===== config.mk =====
export PLATFORM = sky130hd
export DESIGN_NAME = burst_selftest
export DESIGN_NICKNAME = d
export VERILOG_FILES = /design/src/rtl/bst_pkg.sv /design/src/rtl/bst_seq.sv /design/src/rtl/bst_tally.sv /design/src/rtl/burst_selftest.sv
export SDC_FILE = /design/constraint.sdc
export NUM_CORES = 1
export LEC_CHECK = 0
export BUFFER_PORTS_ARGS = -buffer_cell sky130_fd_sc_hd__buf_4
export CELL_PAD_IN_SITES_DETAIL_PLACEMENT = 1
export CELL_PAD_IN_SITES_GLOBAL_PLACEMENT = 1
export CORE_AREA = 4 4 80 82
export DETAILED_ROUTE_END_ITERATION = 16
export DIE_AREA = 0 0 84 86
export PLACE_DENSITY = 0.86
export SYNTH_ARGS = -nofsm -noshare
export SYNTH_HDL_FRONTEND = slang
export SYNTH_SLANG_ARGS = --single-unit

===== constraint.sdc =====
create_clock -name clk -period 2.4 [get_ports clk]
set_input_delay 0.24 -clock clk [delete_from_list [all_inputs] [get_ports clk]]
set_output_delay 0.24 -clock clk [all_outputs]
set_load 0.03 [all_outputs]

===== src/rtl/bst_pkg.sv =====
package bst_pkg;

    parameter int BST_ADDR_W = 16;
    parameter int BST_DATA_W = 8;

    typedef logic [BST_ADDR_W-1:0] addr_t;
    typedef logic [BST_DATA_W-1:0] byte_t;

    typedef enum logic [3:0] {
        ST_IDLE,
        ST_BURST,
        ST_BURST_W,
        ST_READ,
        ST_READ_W,
        ST_CHECK,
        ST_CLEAR,
        ST_CLEAR_W,
        ST_DONE
    } seq_state_t;

    // One comparison handed from the sequencer to the tally
    typedef struct packed {
        logic  valid;
        addr_t addr;
        byte_t got;
        byte_t want;
    } probe_t;

    // Known byte for slot n of the tested window
    function automatic byte_t pattern_byte(input int unsigned slot);
        return byte_t'(slot + 1);
    endfunction

    // All-zero or all-one readback: likely no response or a stuck line
    function automatic logic is_rail(input byte_t b);
        return (b == '0) || (b == '1);
    endfunction

endpackage


===== src/rtl/bst_seq.sv =====
module bst_seq
    import bst_pkg::*;
#(
    parameter int    NUM_BYTES = 10,
    parameter addr_t BASE_ADDR = 16'h0010,
    localparam int   CNT_W     = $clog2(NUM_BYTES + 1)
) (
    input  logic             clk,
    input  logic             rst,
    input  logic             start_i,
    input  logic             spi_busy,
    input  logic             spi_wnext,
    input  byte_t            spi_rdata,
    output logic             spi_start,
    output logic             spi_rnw,
    output addr_t            spi_addr,
    output logic [CNT_W-1:0] spi_len,
    output byte_t            spi_wdata,
    output logic             run_clr,
    output logic             finish,
    output logic             done,
    output probe_t           probe
);

    localparam logic [CNT_W-1:0] LAST = CNT_W'(NUM_BYTES - 1);
    localparam logic [CNT_W-1:0] FULL = CNT_W'(NUM_BYTES);
    localparam logic [CNT_W-1:0] ONE  = CNT_W'(1);

    seq_state_t       state_q, state_d;
    logic [CNT_W-1:0] idx_q, idx_d;
    logic             seen_q;
    byte_t            rd_q;
    logic             issue, waiting, wait_over, in_burst, idle_like;

    always_comb begin
        issue     = state_q inside {ST_BURST, ST_READ, ST_CLEAR};
        waiting   = state_q inside {ST_BURST_W, ST_READ_W, ST_CLEAR_W};
        in_burst  = state_q inside {ST_BURST, ST_BURST_W};
        idle_like = state_q inside {ST_IDLE, ST_DONE};
        wait_over = waiting && seen_q && !spi_busy;
    end

    always_comb begin
        state_d = state_q;
        idx_d   = idx_q;
        unique case (state_q)
            ST_IDLE, ST_DONE: begin
                if (start_i) begin
                    state_d = ST_BURST;
                    idx_d   = '0;
                end
            end
            ST_BURST: if (!spi_busy) state_d = ST_BURST_W;
            ST_BURST_W: begin
                if (spi_wnext && idx_q != LAST) idx_d = idx_q + 1'b1;
                if (wait_over) begin
                    state_d = ST_READ;
                    idx_d   = '0;
                end
            end
            ST_READ:   if (!spi_busy) state_d = ST_READ_W;
            ST_READ_W: if (wait_over) state_d = ST_CHECK;
            ST_CHECK: begin
                if (idx_q == LAST) begin
                    state_d = ST_CLEAR;
                    idx_d   = '0;
                end else begin
                    state_d = ST_READ;
                    idx_d   = idx_q + 1'b1;
                end
            end
            ST_CLEAR: if (!spi_busy) state_d = ST_CLEAR_W;
            ST_CLEAR_W: begin
                if (wait_over) begin
                    if (idx_q == LAST) begin
                        state_d = ST_DONE;
                    end else begin
                        state_d = ST_CLEAR;
                        idx_d   = idx_q + 1'b1;
                    end
                end
            end
            default: state_d = ST_IDLE;
        endcase
    end

    always_ff @(posedge clk) begin
        if (rst) begin
            state_q <= ST_IDLE;
            idx_q   <= '0;
            seen_q  <= 1'b0;
            rd_q    <= '0;
        end else begin
            state_q <= state_d;
            idx_q   <= idx_d;
            if (issue) begin
                seen_q <= 1'b0;
            end else if (waiting && spi_busy) begin
                seen_q <= 1'b1;
            end
            if (state_q == ST_READ_W && wait_over) begin
                rd_q <= spi_rdata;
            end
        end
    end

    always_comb begin
        spi_start   = issue && !spi_busy;
        spi_rnw     = state_q inside {ST_READ, ST_READ_W};
        spi_addr    = in_burst ? BASE_ADDR : BASE_ADDR + addr_t'(idx_q);
        spi_len     = in_burst ? FULL : ONE;
        spi_wdata   = in_burst ? pattern_byte(int'(idx_q)) : '0;
        run_clr     = idle_like && start_i;
        finish      = (state_q == ST_CLEAR_W) && wait_over && (idx_q == LAST);
        done        = (state_q == ST_DONE);
        probe.valid = (state_q == ST_CHECK);
        probe.addr  = BASE_ADDR + addr_t'(idx_q);
        probe.got   = rd_q;
        probe.want  = pattern_byte(int'(idx_q));
    end

endmodule


===== src/rtl/bst_tally.sv =====
module bst_tally
    import bst_pkg::*;
#(
    parameter int  NUM_BYTES = 10,
    localparam int CNT_W     = $clog2(NUM_BYTES + 1)
) (
    input  logic             clk,
    input  logic             rst,
    input  logic             clr,
    input  logic             finish,
    input  probe_t           probe,
    output logic             pass,
    output logic             fail,
    output addr_t            fail_addr,
    output logic [CNT_W-1:0] err_count,
    output logic             stuck_seen,
    output logic             mismatch_seen
);

    logic miss;

    always_comb miss = probe.valid && (probe.got != probe.want);

    always_ff @(posedge clk) begin
        if (rst || clr) begin
            pass          <= 1'b0;
            fail          <= 1'b0;
            fail_addr     <= '0;
            err_count     <= '0;
            stuck_seen    <= 1'b0;
            mismatch_seen <= 1'b0;
        end else begin
            if (miss) begin
                err_count <= err_count + 1'b1;
                if (err_count == '0) fail_addr <= probe.addr;
                if (is_rail(probe.got)) begin
                    stuck_seen <= 1'b1;
                end else begin
                    mismatch_seen <= 1'b1;
                end
            end
            if (finish) begin
                pass <= (err_count == '0);
                fail <= (err_count != '0);
            end
        end
    end

endmodule


===== src/rtl/burst_selftest.sv =====
module burst_selftest
    import bst_pkg::*;
#(
    parameter int    NUM_BYTES = 10,
    parameter addr_t BASE_ADDR = 16'h0010
) (
    input  logic                              clk,
    input  logic                              rst,
    input  logic                              start_i,
    output logic                              spi_start,
    output logic                              spi_rnw,
    output logic [BST_ADDR_W-1:0]             spi_addr,
    output logic [$clog2(NUM_BYTES + 1)-1:0]  spi_len,
    output logic [BST_DATA_W-1:0]             spi_wdata,
    input  logic                              spi_wnext,
    input  logic                              spi_busy,
    input  logic [BST_DATA_W-1:0]             spi_rdata,
    output logic                              done,
    output logic                              pass,
    output logic                              fail,
    output logic [BST_ADDR_W-1:0]             fail_addr,
    output logic [$clog2(NUM_BYTES + 1)-1:0]  err_count,
    output logic                              stuck_seen,
    output logic                              mismatch_seen
);

    logic   run_clr;
    logic   finish;
    probe_t probe;

    bst_seq #(
        .NUM_BYTES (NUM_BYTES),
        .BASE_ADDR (BASE_ADDR)
    ) u_seq (
        .clk       (clk),
        .rst       (rst),
        .start_i   (start_i),
        .spi_busy  (spi_busy),
        .spi_wnext (spi_wnext),
        .spi_rdata (spi_rdata),
        .spi_start (spi_start),
        .spi_rnw   (spi_rnw),
        .spi_addr  (spi_addr),
        .spi_len   (spi_len),
        .spi_wdata (spi_wdata),
        .run_clr   (run_clr),
        .finish    (finish),
        .done      (done),
        .probe     (probe)
    );

    bst_tally #(
        .NUM_BYTES (NUM_BYTES)
    ) u_tally (
        .clk           (clk),
        .rst           (rst),
        .clr           (run_clr),
        .finish        (finish),
        .probe         (probe),
        .pass          (pass),
        .fail          (fail),
        .fail_addr     (fail_addr),
        .err_count     (err_count),
        .stuck_seen    (stuck_seen),
        .mismatch_seen (mismatch_seen)
    );

endmodule


==> flow_summary.yaml <==
synth:
  synth_top_area_frac: 0.304
  ys_warn_count: 0
  ys_async_sr_fraction: 0
  ys.flop_type: "dfxtp_1"
  syn_inst: 246
  synth_area_per_cell_um2: 8.04
  synth_largest_area_cell: "dfxtp_1"
  syn_area_um2: 1980
  synth_seq_cells: 30
  synth_area_leaders: "dfxtp_1 30%, buf_4 12%, nor2_1 7.8%"
  yosysUniqueCellTypes: 46
  synth_edf_count: 0
  ys_seq_area_frac: 0.304
sta:
  skew_ns: 0.00621
  drv_slew: 0
  rsz0062_at_grt: "false"
  fin_crit_ns: 2.15
  fin_crit_sh: 0.896
  setup_violations: 0
  worst_slew_pin_slew_ns: 0.551
  relSlewSlack: 0.632
  fmax_mhz: 465
  fin_tns_setup_ns: 0
  hold_viol: 0
critical_path:
  worstPathMaxFanout: 18
  reg2reg_depth: 7
  r2r_end: "u_tally.fail_addr[0]$_SDFFE_PP0P_"
  rrSetupSlack_ns: 0.27
  critPathKind: "reg2out"
  end_kind: "output pin"
  critPathLaunchType: "flip-flop"
  r2r_start: "u_seq.idx_q[1]$_SDFFE_PP0P_"
  cp.required_ns: 2.16
  cp.arrival_ns: 1.91
die:
  chipHeight_um: 86
  num_rows: 28
  chipWidth_um: 84
  start_util: 0.344
  coreArea_um2: 5750
  die_area_um2: 7220
  io_pins: 68
routing:
  wl_mm: 5.28
  final_antenna_net_count: 0
  drt_iter0_drc: 71
  avgRoutedWirePerCell_um: 14.9
  num_vias: 1742
  drt-pass1-iter-count: 4
  drc: 0
  vias_per_cell: 4.92
power:
  ir_drop_v: 0.000420
  finalPower_mw: 1.66
  powerDensity_nw_per_um2: 722
  leakagePower_nw: 1.00
clock_tree:
  clkLatencyLatePin_ns: 0.29
  cts_tree: "done"
  clock_sinks: 30
  h-tree-depth: 2
  cts_buffers: 5
  post_cts_buffers: 0
  cts_root_buf: "clkbuf_8"
  cts.clk_slew.worst_paths_ns: 0.06
  clockBufferDepth: 2
  ctsHoldBuffers: 0
  ctsResizeCount: 0
min_path:
  holdPathEnd: "u_seq.rd_q[4]$_SDFFE_PP0P_"
  min_from: "spi_rdata[4]"
  hold_path_depth: 3
  hold_path.class: "in2reg"
cells_and_area:
  fin_util: 0.400
  drive_gt1_frac: 0.204
  design.final.nets: 295
  diodes: 0
  syn_to_final_growth_pct: 16.3
global_routing:
  grt_pass1_vias: 1802
  grt_start_max_net_pins: 19
  grt_pass1_wl_mm: 8.74
  grt_usage: 0.149
  antenna_found_initial: 0
  overflow: 0
run:
  drv_cap: 0
run_status:
  status: "finished clean"
place:
  hpwl_mm: 4.09
  routabilityCongestion: 0.772
  place.port_buffers: 40
## where the power goes
part	total, mW	internal (mW)	switching [mW]
Sequential	0.569	0.517	0.0522
Clock	0.436	0.230	0.206
Combinational	0.655	0.234	0.421
## registers in the layout (all words and copies together), names as in the netlist
name / count
u_tally.stuck_seen: 1
u_seq.rd_q: 8
u_tally.mismatch_seen: 1
u_tally.err_count: 4
u_tally.fail_addr: 5
u_tally.fail: 1
u_seq.state_q: 4
u_seq.idx_q: 4
u_seq.seen_q: 1
u_tally.pass: 1
## logic make-up (layout without fill, tap and decap cells)
kind of cell,Yosys count,after routing,synth area share
AO/OA/AOI/OAI,41,41,0.146
buffers and inverters,52,60,0.162
XOR/XNOR,8,8,0.0424
multiplexers,17,17,0.0873
flip-flops,30,30,0.304
other,2,27,0.00380
AND/OR/NAND/NOR,92,92,0.230
adder cells (fa/ha/maj),4,4,0.0253
## worst max-delay path by stage
stage                                  start                                end  slack, ns  depth (start not counted)
2_1_floorplan  u_seq.state_q[1]$_SDFFE_PP0P_                        spi_addr[1]       0.22                          6
3_3_place_gp     u_seq.idx_q[1]$_SDFFE_PP0P_  u_tally.fail_addr[0]$_SDFFE_PP0P_       0.36                          7
3_5_place_dp     u_seq.idx_q[1]$_SDFFE_PP0P_  u_tally.fail_addr[0]$_SDFFE_PP0P_       0.28                          7
4_1_cts        u_seq.state_q[1]$_SDFFE_PP0P_                       spi_wdata[2]       0.26                          5
5_1_grt          u_seq.idx_q[1]$_SDFFE_PP0P_  u_tally.fail_addr[0]$_SDFFE_PP0P_       0.08                          7
6_report       u_seq.state_q[1]$_SDFFE_PP0P_                       spi_wdata[1]       0.25                          5
## cell type report
type	instances	area [µm²]
repair buffers	43	323
clock inverters	2	12.5
inverters	9	33.8
multi-input cells	189	1150
clock buffers	6	82.6
flip-flops and latches	30	601
fillers	739	3440
well taps	75	93.8
## cells in the mapped netlist, types with 2 or more instances
cell and instances:
nor2b_1 5, o41a_1 2, clkbuf_1 10, o311ai_0 2, nand4_1 2, or3_1 3
xnor2_1 5, xor2_1 2, a21oi_1 13, inv_1 9, a211oi_1 4, and3b_1 3
mux2_2 2, nand3_1 8, buf_4 31, nand2b_1 3, o21ai_0 9, and3_1 2
or4_1 3, mux2i_1 15, nor2_1 41, nor3_1 5, dfxtp_1 30, and2_1 2
ha_1 4, conb_1 2, nand2_1 10
## metrics by stage
step,setup WS [ns],area (µm²),hold WS [ns],cells
6_report,0.250,2300,0.186,354
4_1_cts,0.255,2300,0.184,354
5_1_grt,0.0766,2300,0.201,354
2_1_floorplan,0.218,2080,0.309,271
3_5_place_dp,0.281,2210,0.484,346
3_3_place_gp,0.362,2210,0.457,346
## metal layers
| layer | up-vias | part of all wire | wire length [µm] | GRT usage |
|---|---|---|---|---|
| li1 | 852 | - | - | - |
| met1 | 831 | 0.44 | 2350 | 0.188 |
| met3 | 6 | 0.052 | 272 | 0.0336 |
| met4 | 0 | 0.014 | 74 | 0.0526 |
| met2 | 53 | 0.49 | 2590 | 0.251 |
| met5 | - | 0 | 0 | 0 |
## worst max-delay path, stage by stage, from the launching register on
cell	delay, ns
dfxtp_1	0.67
nor2b_1	0.32
o21ai_2	0.13
buf_4	0.18
nor2_1	0.14
buf_4	0.19
## layout by cell type (no fill, tap or decap), types with 3 or more instances in the layout
cell | netlist | routed
a211oi_1 | 4 | 4
a21oi_1 | 13 | 13
and3b_1 | 3 | 3
buf_4 | 31 | 43
clkbuf_8 | 0 | 6
conb_1 | 2 | 27
dfxtp_1 | 30 | 30
ha_1 | 4 | 4
inv_1 | 9 | 9
mux2i_1 | 15 | 15
nand2_1 | 10 | 10
nand2b_1 | 3 | 3
nand3_1 | 8 | 8
nor2_1 | 41 | 41
nor2b_1 | 5 | 5
nor3_1 | 5 | 5
o21ai_0 | 9 | 9
or3_1 | 3 | 3
or4_1 | 3 | 3
xnor2_1 | 5 | 5
Power figures use the tool's default switching activity.
